## src/rtl/spi_mon_pkg.sv

```systemverilog
package spi_mon_pkg;
  localparam int unsigned MON_W     = 32;
  localparam int unsigned MON_CNT_W = $clog2(MON_W + 1);

  typedef struct packed {
    logic                 cpol;
    logic                 cpha;
    logic                 lsb_first;
    logic                 mosi_en;
    logic                 miso_en;
    logic [MON_CNT_W-1:0] len;
  } mon_cfg_t;

  function automatic logic [MON_CNT_W-1:0] clamp_len(input logic [MON_CNT_W-1:0] l);
    if (l == '0) return MON_CNT_W'(1);
    if (l > MON_CNT_W'(MON_W)) return MON_CNT_W'(MON_W);
    return l;
  endfunction
endpackage

```

## src/rtl/spi_mon_sync.sv

```systemverilog
module spi_mon_sync #(
  parameter int unsigned N      = 4,
  parameter int unsigned STAGES = 2
) (
  input  logic         clk_i,
  input  logic         rst_ni,
  input  logic [N-1:0] d_i,
  output logic [N-1:0] q_o
);
  logic [N-1:0] pipe [STAGES];

  for (genvar s = 0; s < STAGES; s++) begin : g_stage
    if (s == 0) begin : g_first
      always_ff @(posedge clk_i or negedge rst_ni)
        if (!rst_ni) pipe[s] <= '0;
        else         pipe[s] <= d_i;
    end else begin : g_next
      always_ff @(posedge clk_i or negedge rst_ni)
        if (!rst_ni) pipe[s] <= '0;
        else         pipe[s] <= pipe[s-1];
    end
  end

  assign q_o = pipe[STAGES-1];
endmodule

```

## src/rtl/spi_mon_edge.sv

```systemverilog
module spi_mon_edge (
  input  logic clk_i,
  input  logic rst_ni,
  input  logic sclk_s_i,
  input  logic cs_s_i,
  input  logic cpol_i,
  input  logic cpha_i,
  input  logic cs_high_i,
  input  logic cs_used_i,
  output logic sample_o,
  output logic cs_active_o,
  output logic cs_flip_o
);
  logic sclk_q, cs_q;

  always_ff @(posedge clk_i or negedge rst_ni)
    if (!rst_ni) begin
      sclk_q <= 1'b0;
      cs_q   <= 1'b0;
    end else begin
      sclk_q <= sclk_s_i;
      cs_q   <= cs_s_i;
    end

  logic rise, fall;
  assign rise = sclk_s_i & ~sclk_q;
  assign fall = ~sclk_s_i & sclk_q;

  // modes 1 and 2 sample on falling edge
  assign sample_o    = (cpol_i ^ cpha_i) ? fall : rise;
  assign cs_active_o = cs_high_i ? cs_s_i : ~cs_s_i;
  assign cs_flip_o   = cs_used_i & (cs_s_i ^ cs_q);
endmodule

```

## src/rtl/spi_mon_shift.sv

```systemverilog
module spi_mon_shift
  import spi_mon_pkg::*;
#(
  parameter int unsigned W     = MON_W,
  parameter int unsigned CNT_W = MON_CNT_W
) (
  input  logic             clk_i,
  input  logic             rst_ni,
  input  mon_cfg_t         cfg_i,
  input  logic             clear_i,
  input  logic             cap_i,
  input  logic             mosi_i,
  input  logic             miso_i,
  input  logic             warn_i,
  output logic             valid_o,
  output logic [W-1:0]     mosi_word_o,
  output logic [W-1:0]     miso_word_o,
  output logic             warn_o,
  output logic [CNT_W-1:0] bit_cnt_o
);
  logic [CNT_W-1:0] cnt_q;
  logic [W-1:0]     acc_mosi_q, acc_miso_q;
  logic             warn_q;

  logic [CNT_W-1:0] pos;
  logic             first, last, warn_nxt;
  logic [W-1:0]     nxt_mosi, nxt_miso;

  always_comb begin
    first    = (cnt_q == '0);
    last     = (cnt_q + CNT_W'(1)) >= cfg_i.len;
    pos      = cfg_i.lsb_first ? cnt_q : (cfg_i.len - CNT_W'(1) - cnt_q);
    nxt_mosi = (first ? '0 : acc_mosi_q) | ({{(W-1){1'b0}}, mosi_i & cfg_i.mosi_en} << pos);
    nxt_miso = (first ? '0 : acc_miso_q) | ({{(W-1){1'b0}}, miso_i & cfg_i.miso_en} << pos);
    warn_nxt = first ? warn_i : warn_q;
  end

  always_ff @(posedge clk_i or negedge rst_ni)
    if (!rst_ni) begin
      cnt_q       <= '0;
      acc_mosi_q  <= '0;
      acc_miso_q  <= '0;
      warn_q      <= 1'b0;
      valid_o     <= 1'b0;
      mosi_word_o <= '0;
      miso_word_o <= '0;
      warn_o      <= 1'b0;
    end else begin
      valid_o <= 1'b0;
      if (clear_i) begin
        cnt_q <= '0;
      end else if (cap_i) begin
        acc_mosi_q <= nxt_mosi;
        acc_miso_q <= nxt_miso;
        warn_q     <= warn_nxt;
        if (last) begin
          cnt_q       <= '0;
          valid_o     <= 1'b1;
          mosi_word_o <= nxt_mosi;
          miso_word_o <= nxt_miso;
          warn_o      <= warn_nxt;
        end else begin
          cnt_q <= cnt_q + CNT_W'(1);
        end
      end
    end

  assign bit_cnt_o = cnt_q;


  valid_pulse_chk: assert property (@(posedge clk_i) disable iff (!rst_ni)
    valid_o |=> !valid_o);


  word_hold_chk: assert property (@(posedge clk_i) disable iff (!rst_ni)
    !valid_o |-> ($stable(mosi_word_o) && $stable(miso_word_o) && $stable(warn_o)));
endmodule

```

## src/rtl/spi_word_monitor.sv

```systemverilog
module spi_word_monitor
  import spi_mon_pkg::*;
#(
  parameter int unsigned SYNC_STAGES = 2
) (
  input  logic                 clk_i,
  input  logic                 rst_ni,
  input  logic                 sclk_i,
  input  logic                 mosi_i,
  input  logic                 miso_i,
  input  logic                 cs_i,
  input  logic                 cfg_cpol_i,
  input  logic                 cfg_cpha_i,
  input  logic                 cfg_cs_high_i,
  input  logic                 cfg_cs_used_i,
  input  logic                 cfg_lsb_first_i,
  input  logic [MON_CNT_W-1:0] cfg_word_len_i,
  input  logic                 cfg_mosi_en_i,
  input  logic                 cfg_miso_en_i,
  output logic                 word_valid_o,
  output logic [MON_W-1:0]     mosi_word_o,
  output logic [MON_W-1:0]     miso_word_o,
  output logic                 word_cs_warn_o
);
  localparam int unsigned NSYNC = 4;

  logic [NSYNC-1:0] raw, syn;
  logic sclk_s, mosi_s, miso_s, cs_s;

  assign raw = {cs_i, miso_i, mosi_i, sclk_i};

  spi_mon_sync #(.N(NSYNC), .STAGES(SYNC_STAGES)) u_sync (
    .clk_i(clk_i), .rst_ni(rst_ni), .d_i(raw), .q_o(syn)
  );

  assign {cs_s, miso_s, mosi_s, sclk_s} = syn;

  mon_cfg_t cfg_q;
  logic     sample, cs_active, cs_flip, capture;

  spi_mon_edge u_edge (
    .clk_i      (clk_i),
    .rst_ni     (rst_ni),
    .sclk_s_i   (sclk_s),
    .cs_s_i     (cs_s),
    .cpol_i     (cfg_q.cpol),
    .cpha_i     (cfg_q.cpha),
    .cs_high_i  (cfg_cs_high_i),
    .cs_used_i  (cfg_cs_used_i),
    .sample_o   (sample),
    .cs_active_o(cs_active),
    .cs_flip_o  (cs_flip)
  );

  // configuration is taken only while the bus is idle
  always_ff @(posedge clk_i or negedge rst_ni)
    if (!rst_ni) begin
      cfg_q <= '{cpol: 1'b0, cpha: 1'b0, lsb_first: 1'b0, mosi_en: 1'b1,
                 miso_en: 1'b1, len: MON_CNT_W'(8)};
    end else if (!cfg_cs_used_i || !cs_active) begin
      cfg_q.cpol      <= cfg_cpol_i;
      cfg_q.cpha      <= cfg_cpha_i;
      cfg_q.lsb_first <= cfg_lsb_first_i;
      cfg_q.mosi_en   <= cfg_mosi_en_i;
      cfg_q.miso_en   <= cfg_miso_en_i;
      cfg_q.len       <= clamp_len(cfg_word_len_i);
    end

  assign capture = sample & (~cfg_cs_used_i | cs_active) & ~cs_flip;

  logic [MON_CNT_W-1:0] bit_cnt;

  spi_mon_shift u_shift (
    .clk_i      (clk_i),
    .rst_ni     (rst_ni),
    .cfg_i      (cfg_q),
    .clear_i    (cs_flip),
    .cap_i      (capture),
    .mosi_i     (mosi_s),
    .miso_i     (miso_s),
    .warn_i     (~cfg_cs_used_i & ~cs_active),
    .valid_o    (word_valid_o),
    .mosi_word_o(mosi_word_o),
    .miso_word_o(miso_word_o),
    .warn_o     (word_cs_warn_o),
    .bit_cnt_o  (bit_cnt)
  );


  cs_clear_chk: assert property (@(posedge clk_i) disable iff (!rst_ni)
    cs_flip |=> (bit_cnt == '0));


  valid_edge_chk: assert property (@(posedge clk_i) disable iff (!rst_ni)
    word_valid_o |-> $past(sample));
endmodule

```

## config.mk

```make
export PLATFORM = sky130hd
export DESIGN_NAME = spi_word_monitor
export DESIGN_NICKNAME = d
export VERILOG_FILES = /design/src/rtl/spi_mon_pkg.sv /design/src/rtl/spi_mon_sync.sv /design/src/rtl/spi_mon_edge.sv /design/src/rtl/spi_mon_shift.sv /design/src/rtl/spi_word_monitor.sv
export SDC_FILE = /design/constraint.sdc
export NUM_CORES = 1
export LEC_CHECK = 0
export ABC_AREA = 1
export BUFFER_PORTS_ARGS = -buffer_cell sky130_fd_sc_hd__buf_4
export CORE_ASPECT_RATIO = 2
export CORE_MARGIN = 2
export CORE_UTILIZATION = 55
export CTS_CLUSTER_DIAMETER = 60
export DETAILED_ROUTE_END_ITERATION = 16
export PLACE_DENSITY = 0.78
export SLEW_MARGIN = 5
export SYNTH_ARGS = -nofsm -noshare
export SYNTH_HDL_FRONTEND = slang
export SYNTH_SLANG_ARGS = --single-unit
```

## constraint.sdc

```tcl
create_clock -name clk_i -period 3.5 [get_ports clk_i]
set_clock_uncertainty 0.1 [all_clocks]
set_input_delay 0.7 -clock clk_i [delete_from_list [all_inputs] [get_ports clk_i]]
set_output_delay 0.7 -clock clk_i [all_outputs]
set_load 0.05 [all_outputs]
```

==> impl_results.md, run 1 <==
* Int Power at 3.367 mW
* FP Rows at about 60
* Reg2reg setup slack at a little under 0.4 ns
* Yosys cell types at 30
* Pwr/cell area at about 580 nW/um2
* Die X at approximately 88 um
* Count leader, synth: nand2_1
* Largest net degree at the start of global routing at 69
* Max-slew headroom at a little over a quarter
* Post-synth ARST share at 100.0%
* Number of buffers created by CTS at 17
* Cell type with the largest total area after synthesis: dfrtp_1
* Wire per inst at 14.07 um
* Hold crit path type: in2async
* Clock buffer depth at 2
* Worst setup path endpoint: u_shift.miso_word_o[1]$_DFFE_PN0P_
* First-pass GRT wire length at ~32 mm
* Layout cells sized above 1 at approximately an eighth
* Post-DRT Antenna Nets at 0
* RSZ-0062 raised after global routing: no
* Status: finished clean
* All-layer global routing usage at ~27%
* Register-to-Register Path Depth at 13
* Synthesized area per cell at roughly 7.2 um2
* Measured slew at the worst slew-check pin at ~1.1 ns
* Final wirelength at approximately 19 mm
* Starting Density at between 50% and 60%
* Worst EP arrival at between 3 and 4 ns
* Top cells by count, synth: 670 x nand2_1, 155 x dfrtp_1, 84 x nor2_1
* Final setup fails at 0
* DR vias at 6939
* Mapped cell area at slightly below 8000 um2
* Drt first pass iters at 5
* Net Sw Frac at a little over a third
* Ports at between 80 and 90
* Final hold violation count at 0
* Post-synth top area share at a little under 50%
* Setup TNS Final at 0 ns
* Total gr overflow at 0
* Critical R2R Launch: u_shift.bit_cnt_o[1]$_DFFE_PN0P_
* Die H at between 150 and 200 um
* Lkg Pwr at 5.315 nW
* CTS sink count at about 160
* CTS tree: yes
* Via-to-Cell Ratio at 5.129
* Logic pwr share at a little over a quarter
* Final Critical Period at slightly above 3 ns
* Number of synthesized flops with an enable pin at 0
* Buffers inserted by post-CTS timing repair at 0
* Die area at around 15000 um2
* Crit path max fanout at 65
* Syn Nets at about 1.1k
* Post-CTS sizing at 0
* Switch Pwr at ~1.9 mW
* DRC at 0
* Hpwl dp at 12.68 mm
* Reg2reg end: u_shift.miso_word_o[1]$_DFFE_PN0P_
* Top post-synthesis cells by area: dfrtp_1 50%, nand2_1 32%, nor2_1 4.0%
* Layout area overhead at 17.24%
* Clk Latency, worst-skew pair at roughly 0.43 ns
* Final Net Count at ~1.2k
* Max-slew violations at 0
* Antenna diode count at 0
* Synthesized flop and latch total at roughly 160
* Crit Path Class: reg2reg
* CTS Hold Bufs at 0
* Critical path capture point type: flop
* Number of global-route vias before repair at around 6.8k
* Root Buffer: clkbuf_16
* CP Launch Type: flop
* Worst Path Required at 3.76 ns
* Syn Inst Count at roughly 1.1k
* Final core utilization at 65.86%
* Max IR drop VDD at 0.0004862 V
* Antenna violations before repair at 0
* Synth warn at 0
* Max Fclk at about 0.32 GHz
* Final Cycle Share at between 80% and 90%
* Port Buffer Count at 84
* Layout fillers at ~1.3k
* Post-synth top flop: dfrtp_1
* Sequential area share after synthesis at roughly half
* H-tree depth at 4
* Crit path from: u_shift.bit_cnt_o[1]$_DFFE_PN0P_
* Iter 0 DRT Violations at 492
* Clock power share at 35.6%
* Maxcap violations at 0
* Sequential power share at around two fifths
* Worst-path clk slew at 0.07 ns
* Core area at 13890 um2
* Placer Congestion at around 0.95
-- through the flow --
stage	power, mW	hold slack (ns)	setup WS [ns]	instances	instance area (um2)
2_1_floorplan	3.037	0.2312	1.077	1087	7804
3_3_place_gp	3.413	0.2329	0.5547	1321	8551
3_5_place_dp	3.428	0.2347	0.5060	1321	8551
4_1_cts	5.318	0.008101	0.4042	1353	9149
5_1_grt	5.556	0.006055	0.01498	1353	9149
6_report	5.298	0.01186	0.3968	1353	9149
-- area by class of cell --
class	count	area, um2	share of cell area [%]
clock buffers	18	439.2	4.800
clock inverters	14	158.9	1.737
flip-flops and latches	158	3958	43.26
repair buffers	97	757.0	8.274
well taps	189	236.5	2.585
inverters	31	116.4	1.272
multi-input cells	846	3483	38.07
-- placed cells by master (no fill, tap or decap), types with 2 or more instances in the layout --
cell,instances
dfrtp_1,155
o21ai_0,14
inv_6,3
clkinv_4,3
nor2_1,84
xor2_1,6
nand2_1,670
clkbuf_16,17
clkinvlp_4,4
ha_1,13
nand3b_1,2
nand3_1,36
dfstp_2,3
buf_12,2
buf_4,94
nand3_2,2
a21oi_1,6
bufinv_16,2
nor3_1,2
inv_1,29
-- how the worst min path moves through the flow --
stage / start / endpoint / slack (ns) / depth (start not counted)
2_1_floorplan: u_sync.pipe[4]$_DFF_PN0_ / u_sync.q_o[0]$_DFF_PN0_ / 0.23 / 0
3_3_place_gp: u_sync.pipe[4]$_DFF_PN0_ / u_sync.q_o[0]$_DFF_PN0_ / 0.23 / 0
6_report: rst_ni / u_edge.sclk_q$_DFF_PN0_ / 0.01 / 1
5_1_grt: rst_ni / u_shift.acc_mosi_q[1]$_DFFE_PN0P_ / 0.006 / 1
4_1_cts: rst_ni / u_sync.pipe[4]$_DFF_PN0_ / 0.008 / 1
3_5_place_dp: u_sync.pipe[7]$_DFF_PN0_ / u_sync.q_o[3]$_DFF_PN0_ / 0.23 / 0
-- power by group through the flow --
stage / clock network, mW / registers, mW / logic, mW
final: 1.89 / 2.03 / 1.38
after global routing: 1.99 / 2.04 / 1.52
after CTS: 1.91 / 2.03 / 1.38
after detailed placement: 0 / 2.06 / 1.37
after global placement: 0 / 2.06 / 1.35
after floorplan: 0 / 2.21 / 0.824
-- metal layers --
layer  part of all wire [%]  global-route usage (%)
met5                      0                       0
met4                    4.7                   15.15
met3                    2.4                   3.675
met2                     53                   46.26
met1                     40                   32.17
-- cells by family (layout without fill, tap and decap cells) --
| family | after synthesis | after routing | share of synthesized area, % |
|---|---|---|---|
| AOI/OAI and AO/OA | 23 | 23 | 1.668 |
| buffers and inverters | 83 | 160 | 4.922 |
| xor gates and xnor gates | 7 | 7 | 0.7856 |
| and+or+nand+nor | 802 | 802 | 39.57 |
| adders and majority gates | 14 | 14 | 2.341 |
| DFF | 158 | 158 | 50.71 |
-- critical path: stages, from the launching register on --
cell	delay (ns)
dfrtp_1	0.45
nand3_1	0.15
nor3_1	0.19
xor2_1	0.30
ha_1	0.33
nand2_1	0.07
nor2_1	0.04
nor2_1	0.08
nand3_1	0.10
inv_1	0.10
nor2_4	0.05
inv_2	0.77
nand2_1	0.13
nand2_1	0.13
-- registers in the layout, indices dropped and copies added, names as in the netlist --
register,count
u_shift.acc_miso_q,32
u_shift.acc_mosi_q,32
u_shift.valid_o,1
u_shift.bit_cnt_o,6
u_sync.pipe,4
u_edge.cs_q,1
u_shift.warn_o,1
cfg_q,11
u_shift.miso_word_o,32
u_shift.mosi_word_o,32
u_sync.q_o,4
u_edge.sclk_q,1
u_shift.warn_q,1
(Power assumes the default switching activity.)
==> run 2, diff against run 1 <==
CTS_BUF_LIST = sky130_fd_sc_hd__clkbuf_16   (was default)
==> run 2 against run 1 <==
Critical path depth is the same. Hold slack lost 0.0022 ns. Clock-buffer cell count shrank 1. Worst setup slack gained 0.0082 ns. Cell area shrank 0.11%. Cell count is the same. Total power shrank 0.37%. Utilization shrank 0.072 points. Sequential power is essentially flat. Register-to-register slack is essentially flat. Largest power group unchanged. Highest routed layer unchanged.
==> impl_results.md, run 2 (same netlist as run 1, synthesis figures left out) <==
* Status: finished clean
* Drt first pass iters at 7 (+2)
* FP Rows at 61 (unchanged)
* Layout fillers at 1273 (+0.24%)
* Via-to-Cell Ratio at 5.106 (-0.45%)
* Die area at 15210 um2 (unchanged)
* WP buf/inv at 2 (unchanged)
* Pwr/cell area at 577.6 nW/um2 (-0.26%)
* Most frequent cells in the layout: 670 x nand2_1, 155 x dfrtp_1, 94 x buf_4
* Final hold violation count at 0 (unchanged)
* Final Critical Period at 3.095 ns (-0.008219 ns)
* Placer Congestion at 0.9506 (unchanged)
* Lkg Pwr at 5.309 nW (-0.11%)
* Switch Pwr at 1.934 mW (+0.13%)
* CP cell instances: nand3_1, nor3_1, xor2_1, ha_1, nand2_1, nor2_1, nor2_1, nand3_1, inv_1, nor2_4, inv_2, nand2_1, nand2_1
* Starting Density at 56.18% (unchanged)
* Number of buffers created by CTS at 17 (unchanged)
* Layout area overhead at 17.11%
* Final Cycle Share at 88.43% (-0.23 points)
* CP Launch Type: flop
* Crit-path max cell delay at 0.77 ns (about the same)
* Most common cell after layout, fill and taps aside: nand2_1
* First-pass GRT wire length at 31.82 mm (-0.11%)
* Hpwl dp at 12.68 mm (unchanged)
* Crit Path Class: reg2reg
* Clock buffer depth at 2 (unchanged)
* CTS sink count at 158 (unchanged)
* Logic pwr share at 26.1% (about the same)
* Net Sw Frac at 36.63% (+0.18 points)
* Critical path capture point type: flop
* Cell mode on critical path: nand2_1
* Measured slew at the worst slew-check pin at 1.085 ns (-0.01045 ns)
* Final wirelength at 18.98 mm (-0.27%)
* Final setup fails at 0 (unchanged)
* Clock power share at 35.4% (-0.2 points)
* Worst EP arrival at 3.36 ns (about the same)
* Maxcap violations at 0 (unchanged)
* Int Power at 3.345 mW (-0.66%)
* Power, Total at 5.279 mW (-0.37%)
* Worst Path Required at 3.76 ns (about the same)
* CTS Hold Bufs at 0 (unchanged)
* Port Buffer Count at 84 (unchanged)
* CP delay by family, top: simple AND/OR/NAND/NOR gates
* Max-slew violations at 0 (unchanged)
* Layout cells sized above 1 at 11.86% (-0.086 points)
* Antenna violations before repair at 0 (unchanged)
* Core area at 13890 um2 (unchanged)
* Antenna diode count at 0 (unchanged)
* Clk Latency, worst-skew pair at 0.43 ns (about the same)
* Die H at 172.5 um (unchanged)
* Root Buffer: clkbuf_16
* Worst-path clk slew at 0.07 ns (about the same)
* Slowest CP cell: inv_2
* Iter 0 DRT Violations at 461 (-6.3%)
* Max-slew headroom at 27.64% (+0.70 points)
* Crit path max fanout at 65 (unchanged)
* DR vias at 6908 (-0.45%)
* Total gr overflow at 0 (unchanged)
* Ports at 85 (unchanged)
* CTS tree: yes
* Hold crit path type: in2async
* Buffers inserted by post-CTS timing repair at 0 (unchanged)
* Post-CTS sizing at 0 (unchanged)
* H-tree depth at 4 (unchanged)
* Wire per inst at 14.03 um (-0.27%)
* DRC at 0 (unchanged)
* All-layer global routing usage at 27.07% (-0.030 points)
* Placed Area at 8551 um2 (unchanged)
* Final core utilization at 65.79% (-0.072 points)
* Post-DRT Antenna Nets at 0 (unchanged)
* RSZ-0062 raised after global routing: no
* Die X at 88.23 um (unchanged)
* Max Fclk at 0.3231 GHz (+0.27%)
* Setup TNS Final at 0 ns (unchanged)
* Largest net degree at the start of global routing at 69 (unchanged)
* Number of global-route vias before repair at 6759 (-0.18%)
* Fin area at 9139 um2 (-0.11%)
* Sequential power share at 38.5% (+0.2 points)
* Final Net Count at 1184 (unchanged)
* Max IR drop VDD at 0.0004907 V (+0.92%)
run 2: changes by cell type in the layout (fill, tap and decap cells not counted), sizes merged:
cell / previous run / this run
clkbuf: 18 / 17
clkinv: 5 / 6
run 2: layout make-up:
type / count / area [um2] / share of cell area [%]
clock buffers: 17 / 425.4 / 4.655
clock inverters: 15 / 162.7 / 1.780
inverters: 31 / 116.4 / 1.273
multi-input cells: 846 / 3483 / 38.12
flip-flops and latches: 158 / 3958 / 43.31
well taps: 189 / 236.5 / 2.588
repair buffers: 97 / 757.0 / 8.283
run 2: through the flow:
stage               instances  hold slack (ns)  worst slack, ns
floorplan                1087           0.2312            1.077
global placement         1321           0.2329           0.5547
detailed placement       1321           0.2347           0.5060
CTS                      1353         0.008101           0.4042
global route             1353         0.006055          0.01498
finish                   1353         0.009682           0.4050
run 2: final timing paths:
kind | start | to | slack (ns) | depth (start not counted)
worst max-delay path | u_shift.bit_cnt_o[1]$_DFFE_PN0P_ | u_shift.miso_word_o[1]$_DFFE_PN0P_ | 0.41 | 13
worst min-delay path | rst_ni | u_sync.pipe[4]$_DFF_PN0_ | 0.01 | 1
worst max register to register | u_shift.bit_cnt_o[1]$_DFFE_PN0P_ | u_shift.miso_word_o[1]$_DFFE_PN0P_ | 0.41 | 13
worst min register to register | u_sync.pipe[4]$_DFF_PN0_ | u_sync.q_o[0]$_DFF_PN0_ | 0.25 | 0
max in group asynchronous | rst_ni | u_shift.miso_word_o[17]$_DFFE_PN0P_ | 2.54 | 2
min in group clk_i | u_sync.pipe[4]$_DFF_PN0_ | u_sync.q_o[0]$_DFF_PN0_ | 0.25 | 0
run 2: worst reg2reg max path: stages (launching register included):
cell     delay [ns]
dfrtp_1        0.45
nand3_1        0.15
nor3_1         0.20
xor2_1         0.30
ha_1           0.33
nand2_1        0.07
nor2_1         0.04
nor2_1         0.08
nand3_1        0.10
inv_1          0.10
nor2_4         0.05
inv_2          0.77
nand2_1        0.17
nand2_1        0.13
run 2: power by group through the flow:
stage | logic [mW] | registers (mW) | clock network, mW
after CTS | 1.37 | 2.03 | 1.89
after global routing | 1.52 | 2.04 | 1.97
after global placement | 1.35 | 2.06 | 0
final | 1.38 | 2.03 | 1.87
after floorplan | 0.824 | 2.21 | 0
after detailed placement | 1.37 | 2.06 | 0
run 2: routing by layer:
metal	vias up	GRT usage [%]	routed length, um
met5	-	0	0
met2	162	46.13	10110
met1	3254	32.20	7512
li1	3430	-	-
met3	62	3.675	475
met4	0	15.15	882
